### config.mk
export PLATFORM = sky130hd
export DESIGN_NAME = shared_ram_arbiter
export DESIGN_NICKNAME = d
export VERILOG_FILES = /design/src/rtl/sra_pkg.sv /design/src/rtl/sra_refresh_timer.sv /design/src/rtl/sra_bus_decode.sv /design/src/rtl/sra_cycle_ctrl.sv /design/src/rtl/shared_ram_arbiter.sv
export SDC_FILE = /design/constraint.sdc
export NUM_CORES = 1
export LEC_CHECK = 0
export BUFFER_PORTS_ARGS = -buffer_cell sky130_fd_sc_hd__buf_2
export CAP_MARGIN = 20
export CORE_MARGIN = 4
export CORE_UTILIZATION = 50
export CTS_CLUSTER_DIAMETER = 50
export DETAILED_ROUTE_END_ITERATION = 10
export HOLD_SLACK_MARGIN = 0.1
export PLACE_DENSITY = 0.8
export SYNTH_ARGS = -nofsm -noshare
export SYNTH_HDL_FRONTEND = slang
export SYNTH_SLANG_ARGS = --single-unit
### constraint.sdc
create_clock -name clk -period 3.5 [get_ports clk]
set_input_delay 0.175 -clock clk [delete_from_list [all_inputs] [get_ports clk]]
set_output_delay 0.175 -clock clk [all_outputs]
set_load 0.02 [all_outputs]
### src/rtl/sra_pkg.sv
// Shared constants and types for the shared RAM arbiter.
// Assumes a 20-bit system space, 16-bit data and 8 KiB segments.
package sra_pkg;
    localparam int SYS_AW    = 20;
    localparam int DATA_W    = 16;
    localparam int BE_W      = DATA_W / 8;
    localparam int SEG_OFF_W = 13;
    localparam int BASE_W    = SYS_AW - SEG_OFF_W;
    localparam int WORD_AW   = 15;
    localparam int SEG_IDX_W = 3;

    typedef enum logic [1:0] {
        OWN_NONE,
        OWN_REFRESH,
        OWN_LOCAL,
        OWN_BUS
    } owner_t;

    typedef struct packed {
        logic [WORD_AW-1:0] waddr;
        logic [BE_W-1:0]    be;
        logic               we;
        logic [DATA_W-1:0]  wdata;
        logic               hi_lane;
        logic               narrow;
    } ram_cmd_t;
endpackage

### src/rtl/sra_refresh_timer.sv
// Refresh scheduler: raises a pending flag every INTERVAL clocks and keeps
// the refresh row. Assumes the grant and done inputs are one-clock pulses.
module sra_refresh_timer #(
    parameter int INTERVAL = 780,
    parameter int ROW_W    = 7
) (
    input  logic             clk,
    input  logic             rst_n,
    input  logic             grant,
    input  logic             done,
    output logic             pending,
    output logic [ROW_W-1:0] row
);
    localparam int CNT_W = $clog2(INTERVAL);

    logic [CNT_W-1:0] cnt;
    logic             tick;

    assign tick = (cnt == CNT_W'(INTERVAL - 1));

    // Interval counter, pending flag and row pointer.
    always_ff @(posedge clk) begin
        if (!rst_n) begin
            cnt     <= '0;
            pending <= 1'b0;
            row     <= '0;
        end else begin
            cnt <= tick ? '0 : cnt + 1'b1;
            if (tick)
                pending <= 1'b1;
            else if (grant)
                pending <= 1'b0;
            if (done)
                row <= row + 1'b1;
        end
    end
endmodule

### src/rtl/sra_bus_decode.sv
// System-bus address decode: relocatable window, segment hiding and byte-lane
// steering. Purely combinational; assumes cfg inputs are quasi-static.
module sra_bus_decode
    import sra_pkg::*;
#(
    parameter bit BIG_ARRAY = 1'b0
) (
    input  logic [SYS_AW-1:0]    bus_addr,
    input  logic                 bus_byte,
    input  logic                 bus_we,
    input  logic [DATA_W-1:0]    bus_wdata,
    input  logic [BASE_W-1:0]    cfg_base,
    input  logic                 cfg_prot_en,
    input  logic [SEG_IDX_W-1:0] cfg_prot_lo,
    input  logic [SEG_IDX_W-1:0] cfg_prot_hi,
    output logic                 in_window,
    output logic                 blocked,
    output ram_cmd_t             cmd
);
    localparam int NUM_SEGS = BIG_ARRAY ? 8 : 4;

    logic [BASE_W-1:0]    seg_off;
    logic [SEG_IDX_W-1:0] seg;

    // Window hit and segment protection.
    always_comb begin
        seg_off   = bus_addr[SYS_AW-1:SEG_OFF_W] - cfg_base;
        seg       = seg_off[SEG_IDX_W-1:0];
        in_window = seg_off < BASE_W'(NUM_SEGS);
        blocked   = cfg_prot_en && (seg >= cfg_prot_lo) && (seg <= cfg_prot_hi);
    end

    // RAM command with lane steering for byte transfers.
    always_comb begin
        cmd.waddr   = {seg, bus_addr[SEG_OFF_W-1:1]};
        cmd.we      = bus_we;
        cmd.narrow  = bus_byte;
        cmd.hi_lane = bus_addr[0];
        if (bus_byte) begin
            cmd.be    = bus_addr[0] ? BE_W'(2'b10) : BE_W'(2'b01);
            cmd.wdata = {BE_W{bus_wdata[7:0]}};
        end else begin
            cmd.be    = '1;
            cmd.wdata = bus_wdata;
        end
    end
endmodule

### src/rtl/sra_cycle_ctrl.sv
// RAM cycle sequencer: picks refresh, then local, then bus, only when idle,
// runs each cycle for CYCLE_CLKS clocks and acknowledges the owner after it.
// Assumes go inputs already include address decode and protection.
module sra_cycle_ctrl
    import sra_pkg::*;
#(
    parameter int CYCLE_CLKS = 3,
    parameter int ROW_W      = 7
) (
    input  logic              clk,
    input  logic              rst_n,
    input  logic              refresh_pend,
    input  logic [ROW_W-1:0]  refresh_row,
    input  logic              loc_go,
    input  ram_cmd_t          loc_cmd,
    input  logic              bus_go,
    input  ram_cmd_t          bus_cmd,
    input  logic [DATA_W-1:0] ram_rdata,
    output logic              refresh_grant,
    output logic              refresh_done,
    output owner_t            owner,
    output logic              busy,
    output ram_cmd_t          cur_cmd,
    output logic              loc_ack,
    output logic              bus_ack,
    output logic [DATA_W-1:0] loc_rdata,
    output logic [DATA_W-1:0] bus_rdata
);
    localparam int CNT_W = $clog2(CYCLE_CLKS + 1);

    logic [CNT_W-1:0]  cnt;
    logic [DATA_W-1:0] bus_view;

    // Byte reads return the chosen lane in the low byte.
    always_comb begin
        if (!cur_cmd.narrow)
            bus_view = ram_rdata;
        else if (cur_cmd.hi_lane)
            bus_view = {{(DATA_W-8){1'b0}}, ram_rdata[15:8]};
        else
            bus_view = {{(DATA_W-8){1'b0}}, ram_rdata[7:0]};
    end

    // Grant at idle by fixed priority, count down, complete and acknowledge.
    always_ff @(posedge clk) begin
        if (!rst_n) begin
            busy          <= 1'b0;
            owner         <= OWN_NONE;
            cnt           <= '0;
            cur_cmd       <= '0;
            refresh_grant <= 1'b0;
            refresh_done  <= 1'b0;
            loc_ack       <= 1'b0;
            bus_ack       <= 1'b0;
            loc_rdata     <= '0;
            bus_rdata     <= '0;
        end else begin
            refresh_grant <= 1'b0;
            refresh_done  <= 1'b0;
            loc_ack       <= 1'b0;
            bus_ack       <= 1'b0;
            if (!busy) begin
                cnt <= CNT_W'(CYCLE_CLKS - 1);
                if (refresh_pend) begin
                    busy          <= 1'b1;
                    owner         <= OWN_REFRESH;
                    cur_cmd       <= '0;
                    cur_cmd.waddr <= WORD_AW'(refresh_row);
                    refresh_grant <= 1'b1;
                end else if (loc_go) begin
                    busy    <= 1'b1;
                    owner   <= OWN_LOCAL;
                    cur_cmd <= loc_cmd;
                end else if (bus_go) begin
                    busy    <= 1'b1;
                    owner   <= OWN_BUS;
                    cur_cmd <= bus_cmd;
                end
            end else if (cnt == '0) begin
                busy  <= 1'b0;
                owner <= OWN_NONE;
                case (owner)
                    OWN_REFRESH: refresh_done <= 1'b1;
                    OWN_LOCAL: begin
                        loc_ack   <= 1'b1;
                        loc_rdata <= ram_rdata;
                    end
                    OWN_BUS: begin
                        bus_ack   <= 1'b1;
                        bus_rdata <= bus_view;
                    end
                    default: ;
                endcase
            end else begin
                cnt <= cnt - 1'b1;
            end
        end
    end
endmodule

### src/rtl/shared_ram_arbiter.sv
// Top: shares one DRAM array between the local processor (window at zero)
// and the system bus (relocatable window), with refresh taking precedence.
// Assumes masters hold request and address until their acknowledge clock.
module shared_ram_arbiter
    import sra_pkg::*;
#(
    parameter bit BIG_ARRAY        = 1'b0,
    parameter int REFRESH_INTERVAL = 780,
    parameter int CYCLE_CLKS       = 3,
    parameter int ROW_W            = 7
) (
    input  logic                 clk,
    input  logic                 rst_n,
    input  logic [BASE_W-1:0]    cfg_base,
    input  logic                 cfg_prot_en,
    input  logic [SEG_IDX_W-1:0] cfg_prot_lo,
    input  logic [SEG_IDX_W-1:0] cfg_prot_hi,
    input  logic                 loc_req,
    input  logic                 loc_we,
    input  logic [SYS_AW-1:1]    loc_addr,
    input  logic [DATA_W-1:0]    loc_wdata,
    output logic [DATA_W-1:0]    loc_rdata,
    output logic                 loc_ack,
    input  logic                 bus_req,
    input  logic                 bus_we,
    input  logic                 bus_byte,
    input  logic [SYS_AW-1:0]    bus_addr,
    input  logic [DATA_W-1:0]    bus_wdata,
    output logic [DATA_W-1:0]    bus_rdata,
    output logic                 bus_ack,
    output logic                 ram_cs,
    output logic                 ram_refresh,
    output logic                 ram_we,
    output logic [BE_W-1:0]      ram_be,
    output logic [WORD_AW-1:0]   ram_addr,
    output logic [DATA_W-1:0]    ram_wdata,
    input  logic [DATA_W-1:0]    ram_rdata
);
    localparam int RAM_AW = BIG_ARRAY ? 16 : 15;

    logic             refresh_pend, refresh_grant, refresh_done;
    logic [ROW_W-1:0] refresh_row;
    logic             loc_hit, bus_in_win, bus_blocked, bus_ok, busy;
    ram_cmd_t         loc_cmd, bus_cmd, cur_cmd;
    owner_t           cur_owner;

    // Local window is fixed at zero and spans the array.
    always_comb begin
        loc_hit       = (loc_addr[SYS_AW-1:RAM_AW] == '0);
        loc_cmd       = '0;
        loc_cmd.waddr = loc_addr[WORD_AW:1];
        loc_cmd.be    = '1;
        loc_cmd.we    = loc_we;
        loc_cmd.wdata = loc_wdata;
    end

    sra_refresh_timer #(.INTERVAL(REFRESH_INTERVAL), .ROW_W(ROW_W)) refresh_i (
        .clk(clk), .rst_n(rst_n), .grant(refresh_grant), .done(refresh_done),
        .pending(refresh_pend), .row(refresh_row)
    );

    sra_bus_decode #(.BIG_ARRAY(BIG_ARRAY)) bus_dec_i (
        .bus_addr(bus_addr), .bus_byte(bus_byte), .bus_we(bus_we),
        .bus_wdata(bus_wdata), .cfg_base(cfg_base), .cfg_prot_en(cfg_prot_en),
        .cfg_prot_lo(cfg_prot_lo), .cfg_prot_hi(cfg_prot_hi),
        .in_window(bus_in_win), .blocked(bus_blocked), .cmd(bus_cmd)
    );

    assign bus_ok = bus_in_win && !bus_blocked;

    sra_cycle_ctrl #(.CYCLE_CLKS(CYCLE_CLKS), .ROW_W(ROW_W)) ctrl_i (
        .clk(clk), .rst_n(rst_n),
        .refresh_pend(refresh_pend), .refresh_row(refresh_row),
        .loc_go(loc_req && loc_hit), .loc_cmd(loc_cmd),
        .bus_go(bus_req && bus_ok), .bus_cmd(bus_cmd),
        .ram_rdata(ram_rdata),
        .refresh_grant(refresh_grant), .refresh_done(refresh_done),
        .owner(cur_owner), .busy(busy), .cur_cmd(cur_cmd),
        .loc_ack(loc_ack), .bus_ack(bus_ack),
        .loc_rdata(loc_rdata), .bus_rdata(bus_rdata)
    );

    // RAM-side drive from the latched command.
    assign ram_cs      = busy;
    assign ram_refresh = busy && (cur_owner == OWN_REFRESH);
    assign ram_we      = busy && cur_cmd.we;
    assign ram_be      = busy ? cur_cmd.be : '0;
    assign ram_addr    = cur_cmd.waddr;
    assign ram_wdata   = cur_cmd.wdata;
endmodule

==> flow_metrics.py <==
metrics = {
    "timing": {
        "fmax_mhz": 357,
        "setup_viol": 0,
        "rsz0062_at_grt": "no",
        "hold_slack_ps": 133,
        "tightestPinTransition_ps": 1030,
        "fin_tns_setup_ps": 0,
        "finalCritPeriodShare_pct": 80.1,
        "finClkSkew_ps": 16.6,
        "relSlewSlack_pct": 31.4,
        "finalHoldViolCount": 0,
        "period_needed_ps": 2800,
        "finalMaxSlewViolations": 0,
        "worst_slack_ps": 697,
    },
    "route": {
        "detail-route-antenna-nets": 0,
        "num_vias": 4503,
        "wl_per_cell_um": 14.8,
        "initialDrtViolationCount": 185,
        "first_pass_iters": 4,
        "drc": 0,
        "vias_per_cell": 5.21,
        "drt-total-wl_mm": 12.8,
    },
    "power": {
        "swShare_pct": 26.5,
        "internal_power_uw": 1520,
        "combPwrFrac_pct": 14.4,
        "switching_power_uw": 550,
        "ir_worst_vdd_v": 0.000148,
        "p_leak_uw": 0.00285,
        "powerDensity_mw_per_mm2": 341,
        "p_clk_share_pct": 32.2,
        "power.total_uw": 2070,
        "pwr-share-seq_pct": 53.4,
    },
    "setup_path": {
        "worstSetupStartpointType": "input pin",
        "crit_slowest_cell": "fa_1",
        "cpPeakStageDelay_ps": 410,
        "cp-endpoint": "ctrl_i.cur_cmd[25]",
        "crit_top_cell": "inv_1",
        "rr_endpoint": "ctrl_i.bus_rdata[1]",
        "path_buf_inv": 5,
        "arrival_ps": 3080,
        "cp_data_required_time_ps": 3780,
        "worst-path-max-fanout": 8,
        "r2r_cells": 5,
        "crit_chain": "buf_2 -> inv_1 -> ha_1 -> inv_1 -> fa_1 -> xnor2_1 -> inv_1 -> ha_1 -> nor2_1 -> a31oi_1 -> a211oi_1 -> or3_4 -> o21ai_4 -> buf_4 -> mux2i_1",
        "crit_start": "bus_addr[13]",
        "critPathCaptureType": "flip-flop",
        "r2r_start": "ctrl_i.busy",
        "r2r_slack_ps": 1170,
        "crit_cells": 15,
        "crit_family": "adder cells",
        "criticalPathCategory": "in2reg",
    },
    "yosys": {
        "syn_nets": 706,
        "synth-edff-count": 0,
        "synthArstFlopShare_pct": 0,
        "ys_ff_latch": 95,
        "syn_area_sq_mm": 0.00504,
        "ys_types": 46,
        "synth_ff_type": "dfxtp_1",
        "yosysSeqAreaShare_pct": 37.8,
        "yosysWarnings": 0,
        "avgSynthCellArea_sq_um": 8.64,
        "synthCells": 583,
    },
    "place": {
        "portBuffers": 177,
        "dpl_cell_area_sq_mm": 0.00573,
        "globalplace.congestion": 0.933,
        "dp_hpwl_mm": 9.43,
        "pre_cts_ws_ps": 364,
    },
    "run_status": {
        "status": "complete, no violations",
    },
    "global_route": {
        "grt_antenna_before_repair": 0,
        "grt_max_degree": 54,
        "grt_pass1_vias": 4607,
        "grt_usage_pct": 21.9,
        "grt_pass1_wl_mm": 20.6,
        "grt_overflow": 0,
    },
    "cts": {
        "tritoncts": "yes",
        "clockBufferDepth": 2,
        "htree_levels": 3,
        "cts_buffers": 9,
        "post_cts.repair.setup_buffers": 0,
        "insertion_delay_ps": 370,
        "cts_sinks": 95,
        "cts_resized": 0,
        "clkTransAtPathRegs_ps": 90,
        "root_buffer": "clkbuf_8",
    },
    "die": {
        "rows": 36,
        "die_h_um": 108,
        "start_util_pct": 51.5,
        "die_area_sq_mm": 0.0117,
        "dieWidth_um": 108,
        "pin_count": 178,
        "core_area_sq_mm": 0.00977,
    },
    "final_layout": {
        "fin_nets": 850,
        "design_area_sq_mm": 0.00608,
        "drive_above_1_share_pct": 30.4,
        "area_growth_pct": 20.6,
        "antenna_cells": 0,
    },
    "run": {
        "max_cap_violations": 0,
    },
    "hold_path": {
        "worstHoldPathType": "in2reg",
    },
}
-- worst register-to-register path, delay by kind of cell, from the launching register on --
kind	cells	cell delay (ps)
AND/OR/NAND/NOR	3	1390
buffers and inverters	1	160
flip-flops	1	500
AO/OA/AOI/OAI	1	190
-- cell families after synthesis --
family | share of synthesized area, %
simple gates | 20.1
xor+xnor | 2.61
buf+inv | 9.79
mux | 14.2
fa+ha+maj | 3.87
flops | 37.8
compound gates | 11.7
-- cell usage after synthesis, types with 4 or more instances --
cell type	instances	share of area, %
a21boi_0	29	4.3
a31oi_1	4	0.50
and2_1	11	1.4
and3_1	4	0.50
buf_4	31	4.6
clkbuf_1	29	2.2
dfxtp_1	95	38
ha_1	14	3.5
inv_1	19	1.4
mux2_2	18	4.0
mux2i_1	51	10
nand2_1	136	10
nand3_1	24	2.4
nand3b_1	9	1.3
nor2_1	17	1.3
nor2b_1	4	0.50
nor3_1	6	0.60
o211a_1	9	1.8
o211ai_1	11	1.6
o21ai_0	13	1.3
xnor2_1	9	1.6
xor2_1	6	1.0
-- sequential cells by signal (all words and copies together) (netlist names) --
register	cells
ctrl_i.loc_ack	1
refresh_i.cnt	10
ctrl_i.bus_rdata	16
ctrl_i.bus_ack	1
ctrl_i.owner	2
ctrl_i.refresh_done	1
refresh_i.row	7
ctrl_i.cur_cmd	36
ctrl_i.refresh_grant	1
ctrl_i.busy	1
refresh_i.pending	1
ctrl_i.loc_rdata	16
ctrl_i.cnt	2
-- power groups by stage --
| stage | logic, uW | registers [uW] | clock network [uW] |
|---|---|---|---|
| after floorplan | 187 | 1130 | 0 |
| after global placement | 269 | 1130 | 0 |
| after detailed placement | 280 | 1130 | 0 |
| after CTS | 297 | 1110 | 686 |
| after global routing | 333 | 1110 | 721 |
| final | 298 | 1110 | 667 |
-- through the flow --
| step | utilization, % | cells |
|---|---|---|
| after global routing | 62.2 | 864 |
| final | 62.2 | 864 |
| after global placement | 58.6 | 832 |
| after detailed placement | 58.6 | 832 |
| after CTS | 62.2 | 864 |
| after floorplan | - | 583 |
-- worst min path at each step --
| stage | slack, ps | startpoint | to | cells past startpoint |
|---|---|---|---|---|
| global placement | 420 | ctrl_i.cur_cmd[35] | ctrl_i.cur_cmd[35] | 2 |
| CTS | 120 | loc_wdata[12] | ctrl_i.cur_cmd[14] | 3 |
| global route | 140 | loc_wdata[12] | ctrl_i.cur_cmd[14] | 3 |
| finish | 130 | loc_wdata[11] | ctrl_i.cur_cmd[13] | 3 |
| floorplan | 320 | ram_rdata[0] | ctrl_i.loc_rdata[0] | 2 |
| detailed placement | 430 | ctrl_i.cur_cmd[35] | ctrl_i.cur_cmd[35] | 2 |
-- what timing repair did --
action | CTS | global route
hold buffers | 17 | 0
setup endpoints to repair | 0 | 0
hold endpoints to repair | 17 | 0
-- layer usage --
layer	part of all wire, %	global-route usage [%]	vias up	routed length, um
met4	3.0	9.11	0	389
met5	0	0	-	0
met2	51	39.4	159	6490
met1	39	24.3	2073	5030
li1	-	-	2234	-
met3	6.8	5.61	37	866
-- cells in the final DEF, fill, tap and decap left out, types with 2 or more instances in the layout --
cell           instances
a211oi_1               2
a21boi_0              29
a31oi_1                4
and2_1                11
and3_1                 4
buf_2                177
buf_4                  4
clkbuf_8              10
clkinvlp_4             2
dfxtp_1               95
dlygate4sd3_1         17
ha_1                  14
inv_1                 19
inv_6                  2
mux2_2                18
mux2i_1               51
nand2_1              136
nand2b_1               3
nand3_1               24
nand3b_1               9
nand4_1                3
nor2_1                17
nor2b_1                3
nor3_1                 6
nor4_1                 2
o211a_1                9
o211ai_1              11
o21ai_0               13
or2_2                  2
or3_1                  2
xnor2_1                9
xor2_1                 6
-- final cells by class --
type                       instances  area, sq um
fill                             799         3700
multi-input combinational        403         2650
sequential                        95         1900
timing repair buffer             199         1110
tap                              133          166
clock buffer                      10          138
inverter                          19         71.3
clock inverter                     5         41.3
Power figures use the tool's default switching activity.
